--- config.mk ---
export PLATFORM = sky130hd
export DESIGN_NAME = fprot_unit
export DESIGN_NICKNAME = d
export VERILOG_FILES = /design/src/rtl/fprot_pkg.sv /design/src/rtl/fprot_decode.sv /design/src/rtl/fprot_store.sv /design/src/rtl/fprot_check.sv /design/src/rtl/fprot_unit.sv
export SDC_FILE = /design/constraint.sdc
export NUM_CORES = 1
export LEC_CHECK = 0
export CORE_ASPECT_RATIO = 2
export CORE_MARGIN = 4
export CORE_UTILIZATION = 40
export DETAILED_ROUTE_END_ITERATION = 8
export HOLD_SLACK_MARGIN = 0.15
export PLACE_DENSITY = 0.69
export SYNTH_ARGS = -nofsm -noshare
export SYNTH_HDL_FRONTEND = slang
export SYNTH_SLANG_ARGS = --single-unit
--- constraint.sdc ---
create_clock -name clk -period 4.1 [get_ports clk]
set_clock_uncertainty 0.2 [all_clocks]
set_input_delay 1.025 -clock clk [delete_from_list [all_inputs] [get_ports clk]]
set_output_delay 1.025 -clock clk [all_outputs]
set_load 0.01 [all_outputs]
--- src/rtl/fprot_pkg.sv ---
package fprot_pkg;
  localparam int unsigned WORD_W   = 32;
  localparam int unsigned DBG_LSB  = 30;
  localparam logic [1:0]  DBG_OPEN = 2'b10;

  // bits software may clear: block enables and the debug field
  function automatic logic [WORD_W-1:0] writable_mask(input int unsigned nblk);
    logic [WORD_W-1:0] m;
    m = '0;
    for (int i = 0; i < int'(nblk); i++) m[i] = 1'b1;
    m[DBG_LSB +: 2] = 2'b11;
    return m;
  endfunction
endpackage

--- src/rtl/fprot_decode.sv ---
module fprot_decode #(
  parameter int unsigned AW        = 12,
  parameter logic [11:0] BASE      = 12'h130,
  parameter int unsigned NUM_ALIAS = 2
) (
  input  logic [AW-1:0] addr,
  output logic          sel
);
  logic [NUM_ALIAS-1:0] hit;

  generate
    for (genvar g = 0; g < int'(NUM_ALIAS); g++) begin : g_alias
      assign hit[g] = (addr == AW'(BASE + 12'(4 * g)));
    end
  endgenerate

  assign sel = |hit;
endmodule

--- src/rtl/fprot_store.sv ---
module fprot_store
  import fprot_pkg::*;
#(
  parameter int unsigned NBLK = 16
) (
  input  logic              clk,
  input  logic              por,
  input  logic              wr_en,
  input  logic [WORD_W-1:0] wdata,
  input  logic              commit,
  output logic [WORD_W-1:0] work
);
  localparam logic [WORD_W-1:0] WMASK   = writable_mask(NBLK);
  localparam logic [WORD_W-1:0] FACTORY = WMASK & {DBG_OPEN, {(WORD_W-2){1'b1}}};

  logic [WORD_W-1:0] work_q;
  // committed image: power-up value only, no reset touches it
  logic [WORD_W-1:0] shadow_q = FACTORY;

  always_ff @(posedge clk) begin
    if (por) begin
      work_q <= shadow_q;
    end else if (wr_en) begin
      work_q <= work_q & (wdata | ~WMASK);
    end
  end

  always_ff @(posedge clk) begin
    if (!por && commit) begin
      shadow_q <= shadow_q & work_q;
    end
  end

  assign work = work_q;

  assert_clear_only_R2: assert property (@(posedge clk) disable iff (por)
    !por |=> ((work_q & ~$past(work_q)) == '0));

  assert_image_no_gain_R7: assert property (@(posedge clk) disable iff (por)
    !por |=> ((shadow_q & ~$past(shadow_q)) == '0));

  assert_commit_copy_R7: assert property (@(posedge clk) disable iff (por)
    commit |=> (shadow_q == $past(work_q)));

  assert_reload_R1: assert property (@(posedge clk) disable iff (por)
    $fell(por) |-> (work_q == shadow_q));
endmodule

--- src/rtl/fprot_check.sv ---
module fprot_check
  import fprot_pkg::*;
#(
  parameter int unsigned NBLK     = 16,
  parameter int unsigned BLK_LOG2 = 11,
  parameter int unsigned AW       = 20
) (
  input  logic [NBLK-1:0] en,
  input  logic [1:0]      dbg_field,
  input  logic [AW-1:0]   addr,
  output logic            allow,
  output logic            dbg_en
);
  localparam int unsigned IDX_W = $clog2(NBLK);
  localparam int unsigned TOP   = BLK_LOG2 + IDX_W;

  logic [IDX_W-1:0] idx;
  logic             in_range;
  logic             unused_low;

  assign idx        = addr[BLK_LOG2 +: IDX_W];
  assign unused_low = ^addr[BLK_LOG2-1:0];

  generate
    if (AW > TOP) begin : g_upper
      assign in_range = (addr[AW-1:TOP] == '0);
    end else begin : g_flat
      assign in_range = 1'b1;
    end
  endgenerate

  assign allow  = in_range & en[idx];
  assign dbg_en = (dbg_field == DBG_OPEN);
endmodule

--- src/rtl/fprot_unit.sv ---
module fprot_unit
  import fprot_pkg::*;
#(
  parameter int unsigned NBLK     = 16,
  parameter int unsigned BLK_LOG2 = 11,
  parameter int unsigned BUS_AW   = 12,
  parameter int unsigned CHK_AW   = 20
) (
  input  logic              clk,
  input  logic              por,
  input  logic [BUS_AW-1:0] reg_addr,
  input  logic [WORD_W-1:0] reg_wdata,
  input  logic              reg_we,
  input  logic              commit_req,
  output logic [WORD_W-1:0] reg_rdata,
  input  logic [CHK_AW-1:0] chk_addr,
  output logic              chk_allow,
  output logic              dbg_en
);
  localparam int unsigned SPAN_LOG2 = BLK_LOG2 + $clog2(NBLK);

  logic              sel;
  logic [WORD_W-1:0] work;

  fprot_decode #(.AW(BUS_AW), .BASE(12'h130), .NUM_ALIAS(2)) u_dec (
    .addr (reg_addr),
    .sel  (sel)
  );

  fprot_store #(.NBLK(NBLK)) u_store (
    .clk    (clk),
    .por    (por),
    .wr_en  (reg_we & sel),
    .wdata  (reg_wdata),
    .commit (commit_req),
    .work   (work)
  );

  fprot_check #(.NBLK(NBLK), .BLK_LOG2(BLK_LOG2), .AW(CHK_AW)) u_chk (
    .en        (work[NBLK-1:0]),
    .dbg_field (work[DBG_LSB +: 2]),
    .addr      (chk_addr),
    .allow     (chk_allow),
    .dbg_en    (dbg_en)
  );

  always_ff @(posedge clk) begin
    if (por) reg_rdata <= '0;
    else     reg_rdata <= sel ? work : '0;
  end

  assert_foreign_write_R4: assert property (@(posedge clk) disable iff (por)
    (reg_we && !sel) |=> (work == $past(work)));

  assert_deny_high_R9: assert property (@(posedge clk) disable iff (por)
    (chk_addr >= CHK_AW'(1 << SPAN_LOG2)) |-> !chk_allow);

  assert_dbg_sticky_R10: assert property (@(posedge clk) disable iff (por)
    (!dbg_en && !por) |=> !dbg_en);

  assert_reserved_zero_R3: assert property (@(posedge clk) disable iff (por)
    1'b1 |-> (reg_rdata[DBG_LSB-1:NBLK] == '0));
endmodule

==> reports/metrics.csv <==
metric;value;unit
outcome;finished clean;
vias in the first global route;2129;
die area;10400;sq um
post-synth top area share;54.7;%
WL met3;382;microns
fmax;251;MHz
Core Region;8590;sq um
Tot Pwr;0.00198;W
post-CTS setup repair buffer count;0;
initial antenna violation count;0;
Gates resized, CTS repair;5;
pin count of the biggest net entering global routing;38;
cell taking the most area after synthesis;edfxtp_1;
drt total wl;6.73;mm
Area contributors post-synth;edfxtp_1, dfxtp_1, and2_1, nand2_1, mux4_1;
Hold Path Class;flop to flop;
post-route design area;4660;sq um
DRC Markers;0;
Critical Path RT;2.87;ns
Cells after DPL;422;
commonest non-fill, non-tap cell in the layout;and2_1;
Reg2Reg Depth;2;
Max Used Layer;met4;
Port Buffers;75;
filler instances;747;
Vias per Instance;4.86;
Final Cycle Share;97.4;%
Yosys warnings;0;
MaxCap Viol Count;0;
Initial Util;40.9;%
Worst path max stage delay;0.56;ns
Max Slew Vio Count;0;
average size of a mapped cell;13.9;sq um
number of synthesized register bits;96;
Synth Cell Area;3510;sq um
Area Overhead vs Synth;32.7;%
Hold Path Cell Cnt;1;
Vias;2129;
met2 wire len;3.61;mm
Lkg Pwr;1.73;nW
Final GP Congestion;0.728;
layout cell share with drive strength beyond 1;7.10;%
Crit path max-delay family;multiplexers;
Worst-Margin Slew;0.535;ns
die width;74.3;microns
relative slew slack;64.3;%
endpoints failing setup;0;
global route overflow;0;
ANT nets after route;0;
CTS tree;yes;
Worst R2R Setup Slack;2.97;ns
FP Rows;48;
Synth Instances;253;
CP max stage cell;mux4_1;
post-cts hold buffer count;0;
dpl cell area;4380;sq um
reg2reg end;u_store.work[4]$_DFFE_PP_;
met1 wire length;2.63;mm
Period minus WS final;3.99;ns
Hold Path Origin;u_store.work[25]$_DFFE_PP_;
synthesized net count;321;
# H-tree levels;3;
CTS Buf Count;9;
first-pass GRT wire length;10.5;mm
non-filler instance count after layout;438;
worst path bufs/invs;2;
DPL Wire Length;4.65;mm
PD cells;424;nW/um^2
unrepaired setup endpoints after global routing;no;
final setup margin;0.108;ns
sequential share of the synthesized area;72.9;%
Total GRT Usage;13.8;%
Antenna Cells;0;
DRT Pass-1 Iters;4;
DRT iter0 DRCs;120;
post-synth cell types;16;
worst vdd ir;0.217;mV
CP arrival;2.77;ns
Root Buffer;clkbuf_16;
CP Cell Sequence;clkdlybuf4s15_2 > mux4_1 > mux4_2 > and3_1 > dlygate4sd2_1;
final hold vios;0;
worst reg2reg path startpoint;u_store.work[4]$_DFFE_PP_;
clock buffer depth;2;
Reg clk slew, reported paths;0.07;ns
worst-path fanout max;4;
Placement Setup Slack;-0.471;ns
commonest cells after routing, fill and taps aside;and2_1, clkdlybuf4s50_1, edfxtp_1;
Hold EP;reg_rdata[25]$_SDFF_PP0_;
Worst-Skew Late Latency;0.35;ns
die height;141;microns
critical path class;input pin to output port;
clock sink count;96;
Setup crit start kind;input pin;
Final Net Count;401;
Ports;102;
Routed WL per cell;15.4;microns
crit end category;output port;
==> synth_stat cells <==
cell type,instances
mux4_1,4
nor3b_1,1
nand2_1,36
edfxtp_1,64
and4b_1,1
clkbuf_1,10
mux4_2,1
a41o_1,1
and3_1,1
nor3_1,1
and2_1,78
dfxtp_1,32
nor2_1,1
o21ai_0,18
nor4b_1,2
nor2b_1,2
==> cell type report <==
class                      instances  area, sq um  area share, %
clock inverter                     7         55.1           1.18
sequential                        96         2560           55.0
clock buffer                       9          225           4.83
tap                              100          125           2.68
timing repair buffer              79          774           16.6
multi-input combinational        147          921           19.7
==> worst register-to-register path, stage by stage, from the launching register on <==
cell      delay (ns)
edfxtp_1        0.48
nand2_1         0.11
o21ai_0         0.07
==> routing by layer <==
| layer | global-route usage (%) | vias to the layer above |
|---|---|---|
| li1 | - | 1030 |
| met1 | 15.4 | 1037 |
| met2 | 23.4 | 54 |
| met3 | 4.24 | 8 |
| met4 | 6.47 | 0 |
| met5 | 0 | - |
==> through the flow <==
| step | TNS (ns) | utilization (%) | hold slack [ns] |
|---|---|---|---|
| global route | 0 | 54.3 | 0.277 |
| floorplan | 0 | - | 0.238 |
| CTS | 0 | 54.3 | 0.265 |
| global placement | -0.437 | 51.0 | 0.250 |
| detailed placement | -0.471 | 51.0 | 0.255 |
| finish | 0 | 54.3 | 0.258 |
==> flip-flops by register name, indices dropped and copies added (netlist names) <==
register          count
u_store.shadow_q     32
reg_rdata            32
u_store.work         32
==> power breakdown <==
part	leakage (nW)	switching [W]	internal [W]	total, W
registers	0.892	0.0000204	0.00107	0.00109
logic	0.705	0.0000410	0.0000619	0.000103
clock network	0.132	0.000366	0.000416	0.000782
total	1.73	0.000428	0.00155	0.00198
==> worst max-delay path by stage <==
stage                     cells past startpoint         start  slack, ns   endpoint
final                                         5  chk_addr[13]       0.11  chk_allow
after detailed placement                      5  chk_addr[13]      -0.47  chk_allow
after global placement                        5  chk_addr[13]      -0.44  chk_allow
after CTS                                     5  chk_addr[13]       0.09  chk_allow
after floorplan                               3  chk_addr[13]       0.67  chk_allow
after global routing                          5  chk_addr[13]       0.03  chk_allow
==> cell families (layout without fill, tap and decap cells) <==
family / count (synthesis) / in the layout / share of synthesized area [%]
simple gates: 123 / 123 / 19.5
flops: 96 / 96 / 72.9
compound gates: 19 / 19 / 2.85
buf+inv: 10 / 95 / 1.07
mux: 5 / 5 / 3.63
Power figures use the tool's default switching activity.
